==> config.mk <==
export PLATFORM = sky130hd
export DESIGN_NAME = sdclk_gen
export DESIGN_NICKNAME = d
export VERILOG_FILES = /design/src/rtl/sdclk_pkg.sv /design/src/rtl/sdclk_ctrl.sv /design/src/rtl/sdclk_dp.sv /design/src/rtl/sdclk_gen.sv
export SDC_FILE = /design/constraint.sdc
export NUM_CORES = 1
export LEC_CHECK = 0
export ABC_CLOCK_PERIOD_IN_PS = 3300
export BUFFER_PORTS_ARGS = -buffer_cell sky130_fd_sc_hd__buf_2
export CAP_MARGIN = 20
export CORE_MARGIN = 3
export CORE_UTILIZATION = 46
export DETAILED_ROUTE_END_ITERATION = 10
export GPL_TIMING_DRIVEN = 0
export PLACE_DENSITY = 0.78
export SYNTH_ARGS = -nofsm -noshare
export SYNTH_HDL_FRONTEND = slang
export SYNTH_SLANG_ARGS = --single-unit
==> constraint.sdc <==
create_clock -name clk -period 3.3 [get_ports clk]
set_clock_uncertainty 0.2 [all_clocks]
set_input_delay 0.33 -clock clk [delete_from_list [all_inputs] [get_ports clk]]
set_output_delay 0.33 -clock clk [all_outputs]
set_load 0.02 [all_outputs]
==> src/rtl/sdclk_pkg.sv <==
package sdclk_pkg;
  typedef struct packed {
    logic run;     // divided mode active
    logic toggle;  // invert the divided level at this edge
    logic bypass;  // pass kernel clock through
  } sdclk_cmd_t;
endpackage

==> src/rtl/sdclk_ctrl.sv <==
module sdclk_ctrl
  import sdclk_pkg::*;
#(
  parameter int DIV_W = 8,
  parameter int REQ_W = 10
) (
  input  logic             clk,
  input  logic             rstN,
  input  logic             clkEn,
  input  logic             ddrMode,
  input  logic [REQ_W-1:0] divReq,
  input  logic             divLevel,
  output sdclk_cmd_t       cmd
);
  localparam int DIV_MAX = (1 << DIV_W) - 1;
  localparam logic [DIV_W-1:0] MAX_VAL = DIV_W'(DIV_MAX);

  logic [DIV_W-1:0] reqSat, nextDiv, activeDiv, cnt;
  logic             nextByp, activeByp, lastTick, loadNow;

  // resolve request: saturate, then zero -> bypass or divide-by-1
  always_comb begin
    reqSat  = (divReq > REQ_W'(DIV_MAX)) ? MAX_VAL : divReq[DIV_W-1:0];
    nextByp = (reqSat == '0) && !ddrMode;
    nextDiv = (reqSat == '0) ? DIV_W'(1) : reqSat;
  end

  assign lastTick = (cnt == activeDiv - DIV_W'(1));
  assign loadNow  = !clkEn || activeByp || (lastTick && !divLevel);

  always_ff @(posedge clk or negedge rstN) begin
    if (!rstN) begin
      activeDiv <= MAX_VAL;
      activeByp <= 1'b0;
      cnt       <= '0;
    end else begin
      if (loadNow) begin
        activeDiv <= nextDiv;
        activeByp <= nextByp;
      end
      if (!clkEn || activeByp || lastTick) cnt <= '0;
      else                                 cnt <= cnt + DIV_W'(1);
    end
  end

  always_comb begin
    cmd.run    = clkEn && !activeByp;
    cmd.toggle = clkEn && !activeByp && lastTick;
    cmd.bypass = clkEn && activeByp;
  end


  cnt_in_range_chk: assert property (@(posedge clk) disable iff (!rstN)
    !activeByp |-> (cnt < activeDiv));

  div_nonzero_chk: assert property (@(posedge clk) disable iff (!rstN)
    activeDiv != '0);

  reload_low_chk: assert property (@(posedge clk) disable iff (!rstN)
    ($past(clkEn) && !$past(activeByp) && (activeDiv != $past(activeDiv)))
      |-> !$past(divLevel));

  stop_low_chk: assert property (@(posedge clk) disable iff (!rstN)
    !clkEn |=> !divLevel);
endmodule

==> src/rtl/sdclk_dp.sv <==
module sdclk_dp
  import sdclk_pkg::*;
(
  input  logic       clk,
  input  logic       rstN,
  input  sdclk_cmd_t cmd,
  output logic       divLevel,
  output logic       cardClk,
  output logic       sampleStb
);
  logic riseStb, bypOut;

  always_ff @(posedge clk or negedge rstN) begin
    if (!rstN) begin
      divLevel <= 1'b0;
      riseStb  <= 1'b0;
      bypOut   <= 1'b0;
    end else begin
      bypOut <= cmd.bypass;
      if (!cmd.run) begin
        divLevel <= 1'b0;
        riseStb  <= 1'b0;
      end else begin
        if (cmd.toggle) divLevel <= !divLevel;
        riseStb <= cmd.toggle && !divLevel;
      end
    end
  end

  assign cardClk   = bypOut ? clk : divLevel;
  assign sampleStb = bypOut | riseStb;


  stb_on_high_chk: assert property (@(posedge clk) disable iff (!rstN)
    riseStb |-> divLevel);

  stb_single_chk: assert property (@(posedge clk) disable iff (!rstN)
    riseStb |=> !riseStb);

  byp_quiet_chk: assert property (@(posedge clk) disable iff (!rstN)
    bypOut |-> !divLevel);
endmodule

==> src/rtl/sdclk_gen.sv <==
module sdclk_gen
  import sdclk_pkg::*;
#(
  parameter int DIV_W = 8,
  parameter int REQ_W = 10
) (
  input  logic             clk,
  input  logic             rstN,
  input  logic             clkEn,
  input  logic             ddrMode,
  input  logic [REQ_W-1:0] divReq,
  output logic             cardClk,
  output logic             sampleStb
);
  sdclk_cmd_t cmd;
  logic       divLevel;

  sdclk_ctrl #(.DIV_W(DIV_W), .REQ_W(REQ_W)) uCtrl (
    .clk(clk), .rstN(rstN), .clkEn(clkEn), .ddrMode(ddrMode),
    .divReq(divReq), .divLevel(divLevel), .cmd(cmd)
  );

  sdclk_dp uDp (
    .clk(clk), .rstN(rstN), .cmd(cmd), .divLevel(divLevel),
    .cardClk(cardClk), .sampleStb(sampleStb)
  );
endmodule

Word-level counts from Yosys, hierarchy flattened

Cells that the tools add are included.

Add/subtract/negate cells: 2
Magnitude comparators: 1
Eq/ne operators: 2
Mux-type cells: 7
Bitwise gates (word level): 1
Reductions and logical operators: 14

Operators with widths:

| kind                                                                   | count |
|---|---|
| 8-bit 2-to-1 mux                                                       | 3 |
| 10-bit by 8-bit > comparator with 1-bit output (second input constant) | 1 |
| 8-bit by 1-bit adder with 8-bit output (second input constant)         | 1 |
| 8-bit == test                                                          | 1 |
| 8-bit zero test                                                        | 1 |
| 8-bit by 1-bit subtractor with 8-bit output (second input constant)    | 1 |
| 1-bit logical AND                                                      | 6 |
| 1-bit zero test                                                        | 4 |
| 1-bit 2-to-1 mux                                                       | 4 |
| 1-bit logical OR                                                       | 3 |
| 2-bit != test (second input constant)                                  | 1 |
| 1-bit OR                                                               | 1 |

Flip-flop bits (word level): 20
Bits of input ports: 14
Output and inout port bits: 2
Logic and storage cells: 33

Depth between registers and ports, before layout

Gate-level depths: netlist of run 1.

Depth in word-level cells: 5
Mapped depth: 8
Gate-level depth less buffers: 8

By module

From an unflattened synthesis of run 1, not the netlist that was laid out.

Cell total of the unflattened synthesis: 126
Area, all modules: 1257.5 um^2

Modules (own cells, without submodules):

| module     | times used | cells each | area an instance (um^2) | seq. area each (um^2) |
|---|---|---|---|---|
| sdclk_ctrl | 1          | 117        | 1142.3                  | 435.4 |
| sdclk_dp   | 1          | 9          | 115.1                   | 75.1 |

==> results of run 1 <==
## timing repair
| item | 4_1_cts | 5_1_grt |
|---|---|---|
| hold endpoints to repair | 30 | 0 |
| hold buffers | 11 | 0 |
| endpoints found under the setup margin | 0 | 1 |
| gates resized for setup | 0 | 1 |
## where the power goes
part	internal, µW	switching [µW]
Combinational	30.4	27.7
Sequential	258	10.4
Clock	163	89.7
## cell type report
class,instances,area [µm²],share of cell area
inverters,4,15.0,0.0110
clock buffers,7,50.0,0.0368
well taps,27,33.8,0.0248
clock inverters,1,30.0,0.0221
repair buffers,25,180,0.132
flip-flops and latches,20,510,0.375
multi-input cells,77,541,0.397
## worst register-to-register path, cell delays in order, from the launching register on
cell and delay [ps]:
dfstp_2 590, inv_1 60, ha_1 230, nor2b_1 170, a21o_1 170, a222oi_1 320
nand4bb_1 270, nand2_2 240, nor4bb_1 200, dlygate4sd3_1 570
## Yosys cell counts (all sizes together), types with 2 or more instances
cell    instances
dfrtp          12
nor2           11
xor2            9
dfstp           8
o22a            7
xnor2           5
inv             4
nand2           4
nand3           4
nor3            4
o21ai           4
a21o            2
and2            2
and3            2
ha              2
mux2            2
nand2b          2
nand4           2
nor2b           2
## kinds of logic (layout without fill, tap and decap cells)
kind of cell    count (synthesis)  in the layout  share of synthesized area
fa+ha+maj                       2              2                     0.0235
xor+xnor                       14             14                      0.115
simple gates                   39             39                      0.201
mux                             2              2                     0.0212
compound gates                 20             20                      0.145
flops                          20             20                      0.480
buf+inv                         4             37                     0.0141
## sequential cells by signal (all words and copies together) (netlist names)
register	count
uCtrl.activeDiv	8
uCtrl.cnt	8
uCtrl.activeByp	1
uDp.bypOut	1
uDp.divLevel	1
uDp.riseStb	1
## metrics by stage
step	hold WS [ps]	cell area, µm²
floorplan	-166	1060
global placement	94.1	1170
detailed placement	96.0	1170
CTS	54.4	1360
global route	80.4	1360
finish	70.3	1360
## routing by layer
layer	part of all wire	global-route usage
met2	0.49	0.266
met4	0.027	0.104
met1	0.43	0.224
met3	0.053	0.0970
met5	0	0
## worst max path at each step
stage	endpoint	slack (ps)	cells after the start
5_1_grt	uCtrl.activeByp	20	9
3_5_place_dp	uCtrl.activeDiv[6]	610	8
6_report	uCtrl.activeByp	220	9
2_1_floorplan	cardClk	810	1
4_1_cts	uCtrl.activeByp	170	9
3_3_place_gp	uCtrl.activeDiv[0]	650	8
==> results.json, run 1 <==
{
  "yosys_warnings": 0,
  "nets": 151,
  "stdcell_count": 161,
  "final_common_cell": "buf_2",
  "slowest_delay_ps": 590,
  "cts_tree": "built",
  "synthTopCellsByArea": "dfrtp_1 28%, dfstp_2 20%, xor2_1 7.4%, o22a_1 5.8%, xnor2_1 4.1%",
  "post-route-util": 0.653,
  "yosysTopAreaCell": "dfrtp_1",
  "ant_nets": 0,
  "critPathLaunch": "uCtrl.activeDiv[0]",
  "period_minus_slack_ps": 3080,
  "die_h_um": 54.1,
  "setup_viol": 0,
  "synth_top_flop_cell": "dfrtp_1",
  "finalMaxSlewViolations": 0,
  "setup.worst_path.end_class": "flip-flop",
  "antenna_found_initial": 0,
  "path_cells": "inv_1, ha_1, nor2b_1, a21o_1, a222oi_1, nand4bb_1, nand2_2, nor4bb_1, dlygate4sd3_1",
  "crit_fanout": 9,
  "clkTransAtPathRegs_ps": 110,
  "fillers": 167,
  "clk_latency_ps": 420,
  "synth_seq_cells": 20,
  "drive_above_1_share": 0.284,
  "criticalPathCategory": "flip-flop to flip-flop",
  "core_area_mm2": 0.00208,
  "crit_path_start_kind": "flip-flop",
  "dp.cells": 143,
  "layout_setup_ws_ps": 223,
  "worstRegToRegCells": 9,
  "synth_top_cell_area_share": 0.282,
  "critPathRequiredTime_ps": 3460,
  "start_util": 0.511,
  "worstMarginPinSlew_ps": 437,
  "postSynthCellCount": 101,
  "top_level_ports": 16,
  "detail_route.wl_per_cell_um": 13.9,
  "power_density_mw_per_mm2": 426,
  "gp_congestion": 0.846,
  "vdd_drop_max_mv": 0.350,
  "max-slew-margin-rel": 0.709,
  "grt_max_degree": 21,
  "timing.final.crit_share": 0.932,
  "cp.arrival_ps": 3240,
  "max_freq_mhz": 325,
  "crit_slowest_cell": "dfstp_2",
  "hold_path_end": "uCtrl.activeDiv[0]",
  "r2r_start": "uCtrl.activeDiv[0]",
  "status": "completed",
  "synth_edf_count": 0,
  "synth_nets": 117,
  "place_ws_ps": 610,
  "yosysUniqueCellTypes": 34,
  "hold_class": "input pin to flip-flop",
  "totalWireLength_mm": 2.24,
  "vias": 866,
  "portBuffers": 15,
  "grt_pass1_wl_mm": 3.62,
  "path_delay_family": "simple AND/OR/NAND/NOR gates",
  "layout_common_cells": "15 x buf_2, 12 x dfrtp_1, 11 x nor2_1, 11 x dlygate4sd3_1, 9 x xor2_1",
  "cts_setup_buffers": 0,
  "dieArea_mm2": 0.00293,
  "reg2reg_slack_ps": 220,
  "drt_iter0_drc": 15,
  "num_antenna_cells": 0,
  "grt_use_total": 0.187,
  "fin_tns_setup_ps": 0,
  "p_leak_uw": 0.000598,
  "first_pass_iters": 4,
  "drt-vias-per-instance": 5.38,
  "synth.avg_cell_area_um2": 10.5,
  "hold_violations": 0,
  "grt_overflow": 0,
  "rsz0062_at_grt": "false",
  "ys_seq_area_frac": 0.480,
  "fp.dieW_um": 54.1,
  "placementRows": 16,
  "drv_cap": 0,
  "drc_errors": 0,
  "power_uw": 579,
  "reg2reg_to": "uCtrl.activeByp",
  "syn-cell-area_mm2": 0.00106,
  "crit_buf_inv": 2,
  "dp_hpwl_mm": 1.61,
  "hold_depth": 4,
  "async_flop_share": 1.00,
  "first_global_vias": 806,
  "syn2layout_area_growth_pct": 27.9,
  "min-delay-start": "divReq[0]"
}
Note: power is estimated with default switching activity, not from simulation.
==> run 2, diff against run 1 <==
--- a/config.mk
+++ b/config.mk
@@ -13,6 +13,7 @@
 export DETAILED_ROUTE_END_ITERATION = 10
 export GPL_TIMING_DRIVEN = 0
 export PLACE_DENSITY = 0.78
+export RECOVER_POWER = 100
 export SYNTH_ARGS = -nofsm -noshare
 export SYNTH_HDL_FRONTEND = slang
 export SYNTH_SLANG_ARGS = --single-unit
==> results.json, run 2 (same netlist as run 1, synthesis figures left out) <==
{
  "crit_slowest_cell": "dfstp_2",
  "seqPwrFrac": 0.466,
  "period_minus_slack_ps": 3100,
  "placedInstanceArea_mm2": 0.00117,
  "start_util": 0.511,
  "die_h_um": 54.1,
  "cts_tree": "built",
  "first_global_vias": 806,
  "totalWireLength_mm": 2.23,
  "grt_pass1_wl_mm": 3.62,
  "max-slew-margin-rel": 0.299,
  "top_regs": "uCtrl.activeDiv (8), uCtrl.cnt (8)",
  "hold_class": "input pin to flip-flop",
  "p_leak_uw": 0.000583,
  "clock_power_share": 0.435,
  "final_area_mm2": 0.00135,
  "fin_tns_setup_ps": 0,
  "p_int_uw": 451,
  "drv_cap": 0,
  "clk_latency_ps": 420,
  "grt_overflow": 0,
  "reg2reg_slack_ps": 200,
  "cp.arrival_ps": 3260,
  "p_switching_uw": 126,
  "drt-vias-per-instance": 5.45,
  "placementRows": 16,
  "final_common_cell": "dfrtp_1",
  "antenna_found_initial": 0,
  "dieArea_mm2": 0.00293,
  "core_area_mm2": 0.00208,
  "timing.final.crit_share": 0.939,
  "fp.dieW_um": 54.1,
  "hold_violations": 0,
  "nets": 151,
  "crit_path_start_kind": "flip-flop",
  "power_uw": 577,
  "slowest_delay_ps": 590,
  "vias": 878,
  "path_cells": "inv_1, ha_1, nor2b_1, a21o_1, a222oi_1, nand4bb_1, nand2_2, nor4bb_1, dlygate4sd3_1",
  "cts_setup_buffers": 0,
  "gp_congestion": 0.846,
  "worstMarginPinSlew_ps": 1050,
  "portBuffers": 15,
  "num_antenna_cells": 0,
  "status": "completed",
  "setup_viol": 0,
  "finalMaxSlewViolations": 0,
  "layout_common_cells": "12 x dfrtp_1, 11 x nor2_1, 11 x dlygate4sd3_1, 11 x buf_2, 9 x xor2_1",
  "grt_max_degree": 21,
  "first_pass_iters": 5,
  "syn2layout_area_growth_pct": 27.1,
  "drt_iter0_drc": 16,
  "crit_fanout": 9,
  "max_freq_mhz": 323,
  "detail_route.wl_per_cell_um": 13.8,
  "drive_above_1_share": 0.246,
  "grt_use_total": 0.187,
  "power_frac_comb": 0.099,
  "drc_errors": 0,
  "top_level_ports": 16,
  "setup.worst_path.end_class": "flip-flop",
  "p_sw_frac": 0.218,
  "ant_nets": 0,
  "power_density_mw_per_mm2": 427,
  "clkTransAtPathRegs_ps": 110,
  "rsz0062_at_grt": "false",
  "critPathRequiredTime_ps": 3460,
  "dp_hpwl_mm": 1.61,
  "criticalPathCategory": "flip-flop to flip-flop",
  "vdd_drop_max_mv": 0.346
}
run 2: per-layer routing:
layer  share of wire  vias to the layer above  wire length, µm  GRT usage
met5               0                        -                0          0
met4           0.027                        0               61      0.104
met3           0.052                        7              116     0.0970
met2            0.50                       20             1100      0.266
met1            0.42                      423              946      0.224
li1                -                      428                -          -
run 2: final timing paths:
check | start | endpoint | cells past startpoint
min | divReq[0] | uCtrl.activeDiv[0] | 4
max in group asynchronous | rstN | uCtrl.cnt[3] | 2
max reg2reg | uCtrl.activeDiv[0] | uCtrl.activeByp | 9
max | uCtrl.activeDiv[0] | uCtrl.activeByp | 9
min in group asynchronous | rstN | uCtrl.cnt[7] | 2
min reg2reg | uCtrl.activeByp | uDp.riseStb | 1
run 2: power groups by stage:
stage / Clock (µW) / Combinational, µW / Sequential (µW)
floorplan: 0.206 / 29.9 / 270
global placement: 0.208 / 46.6 / 272
detailed placement: 0.208 / 48.7 / 273
CTS: 262 / 57.8 / 268
global route: 277 / 64.2 / 270
finish: 251 / 57.1 / 269
run 2: what timing repair did:
action | CTS | global route
hold buffers | 11 | 0
endpoints found under the hold margin | 30 | 0
setup endpoints to repair | 0 | 1
resized for setup | 0 | 1
run 2: cell type report:
type	count	area, µm²
Timing Repair Buffer	25	176
Clock buffer	7	48.8
Sequential cell	20	510
Fill cell	173	731
Tap cell	27	33.8
Clock inverter	1	30.0
Inverter	4	15.0
Multi-Input combinational cell	77	537
run 2: stage by stage:
step | std cells | util | hold slack [ps] | setup WS (ps)
6_report | 161 | 0.649 | 68.8 | 202
4_1_cts | 161 | 0.652 | 54.4 | 171
3_5_place_dp | 143 | 0.563 | 96.0 | 610
2_1_floorplan | 101 | - | -166 | 815
5_1_grt | 161 | 0.649 | 80.4 | 21.9
3_3_place_gp | 143 | 0.563 | 94.1 | 647
run 2: worst max-delay path, delay by kind of cell, from the launching register on:
kind	cells	cell delay, ps
AO/OA/AOI/OAI	2	490
AND/OR/NAND/NOR	4	900
buffers and inverters	2	630
flip-flops	1	590
adder cells (fa/ha/maj)	1	230
==> run 3, diff against run 2 <==
==> constraint.sdc (replaced) <==
create_clock -name clk -period 3.3 [get_ports clk]
set_clock_uncertainty 0.2 [all_clocks]
set_input_delay 0.66 -clock clk [delete_from_list [all_inputs] [get_ports clk]]
set_output_delay 0.66 -clock clk [all_outputs]
set_load 0.02 [all_outputs]
==> results.json, run 3 (same netlist as run 1, synthesis figures left out) <==
{
  "first_global_vias": 778,
  "top_regs": "uCtrl.activeDiv (8), uCtrl.cnt (8)",
  "nets": 141,
  "max-slew-margin-rel": 0.301,
  "slowest_delay_ps": 250,
  "start_util": 0.511,
  "totalWireLength_mm": 2.07,
  "ant_nets": 0,
  "criticalPathCategory": "clock port to primary output",
  "vdd_drop_max_mv": 0.347,
  "fillers": 177,
  "cp.arrival_ps": 2300,
  "drt-vias-per-instance": 5.38,
  "finalMaxSlewViolations": 0,
  "critPathRequiredTime_ps": 2440,
  "p_leak_uw": 0.000540,
  "path_delay_family": "buffers and inverters",
  "rsz0062_at_grt": "false",
  "crit_path_start_kind": "clock port",
  "dp.cells": 143,
  "crit_buf_inv": 3,
  "clk_latency_ps": 420,
  "cts.repair.resized": 0,
  "worstMarginPinSlew_ps": 1050,
  "portBuffers": 15,
  "grt_overflow": 0,
  "crit_top_cell": "clkbuf_4",
  "layout_setup_ws_ps": 143,
  "crit_slowest_cell": "mux2_2",
  "first_pass_iters": 4,
  "vias": 813,
  "drv_cap": 0,
  "crit_fanout": 2,
  "holdWs_ps": 199,
  "stdcell_count": 151,
  "setup.worst_path.end_class": "primary output",
  "dieArea_mm2": 0.00293,
  "grt_pass1_wl_mm": 3.42,
  "fp.dieW_um": 54.1,
  "top_level_ports": 16,
  "power_density_mw_per_mm2": 454,
  "cts_tree": "built",
  "grt_max_degree": 21,
  "hold_violations": 0,
  "num_antenna_cells": 0,
  "cts_setup_buffers": 0,
  "core_area_mm2": 0.00208,
  "detail_route.wl_per_cell_um": 13.7,
  "dp_hpwl_mm": 1.61,
  "drt_iter0_drc": 9,
  "layout_common_cells": "12 x buf_2, 12 x dfrtp_1, 11 x nor2_1",
  "die_h_um": 54.1,
  "setup_viol": 0,
  "antenna_found_initial": 0,
  "fin_tns_setup_ps": 0,
  "drive_above_1_share": 0.258,
  "placementRows": 16,
  "status": "completed",
  "place_ws_ps": 401,
  "clkTransAtPathRegs_ps": 110,
  "drc_errors": 0,
  "path_cells": "clkbuf_4, clkbuf_4, mux2_2, clkbuf_1",
  "syn2layout_area_growth_pct": 17.5,
  "grt_use_total": 0.175,
  "gp_congestion": 0.846,
  "hold_class": "input pin to flip-flop"
}
## run 3: changes by cell type in the layout (fill, tap and decap cells not counted), sizes merged
cell	delta
dlygate4sd3	-10
buf	+1
clkbuf	-1
## run 3: worst reg2reg max path, cell delays in order (launching register included)
cell and delay, ps:
dfstp_1 620, inv_1 70, ha_1 230, nor2b_1 170
a21o_1 170, and2_1 130, or3b_2 450, o21ai_0 700
nor2_1 120
## run 3: path summary, 6_finish.rpt
path / from / end / slack (ps) / cells past startpoint
setup / recovery: clk / cardClk / 140 / 4
hold / removal: ddrMode / uCtrl.activeByp / 200 / 2
setup reg to reg: uCtrl.activeDiv[0] / uCtrl.cnt[3] / 310 / 8
hold reg to reg: uCtrl.activeByp / uDp.riseStb / 270 / 1
max in group asynchronous: rstN / uCtrl.cnt[3] / 1540 / 2
min in group asynchronous: rstN / uCtrl.cnt[1] / 730 / 2
## run 3: stage by stage
stage / cell area (µm²) / total power (µW) / util
2_1_floorplan: 1060 / 300 / -
3_3_place_gp: 1170 / 319 / 0.563
3_5_place_dp: 1170 / 322 / 0.563
4_1_cts: 1260 / 580 / 0.604
5_1_grt: 1250 / 601 / 0.600
6_report: 1250 / 568 / 0.600
## run 3: repair_timing
item	4_1_cts	5_1_grt
endpoints found under the setup margin	0	0
endpoints found under the hold margin	12	0
hold buffers	1	0
## run 3: final cells by class
type                            count  area (µm²)  area share
Clock buffer                        7        48.8      0.0390
Sequential cell                    20         510       0.408
Inverter                            4        15.0      0.0120
Tap cell                           27        33.8      0.0270
Multi-Input combinational cell     77         534       0.427
Clock inverter                      1        30.0      0.0240
Timing Repair Buffer               15        77.6      0.0621
## run 3: layer usage
layer	track usage	vias to the layer above	wire length [µm]
met2	0.254	12	999
li1	-	407	-
met1	0.212	389	935
met4	0.0788	0	36
met5	0	-	0
met3	0.0942	5	95
## run 3: power by group
group | internal [µW] | total (µW) | switching, µW | leakage, µW
logic | 23.0 | 48.2 | 25.2 | 0.000243
clock network | 163 | 252 | 88.7 | 0.0000483
registers | 258 | 268 | 10.4 | 0.000248
total | 444 | 568 | 124 | 0.000540
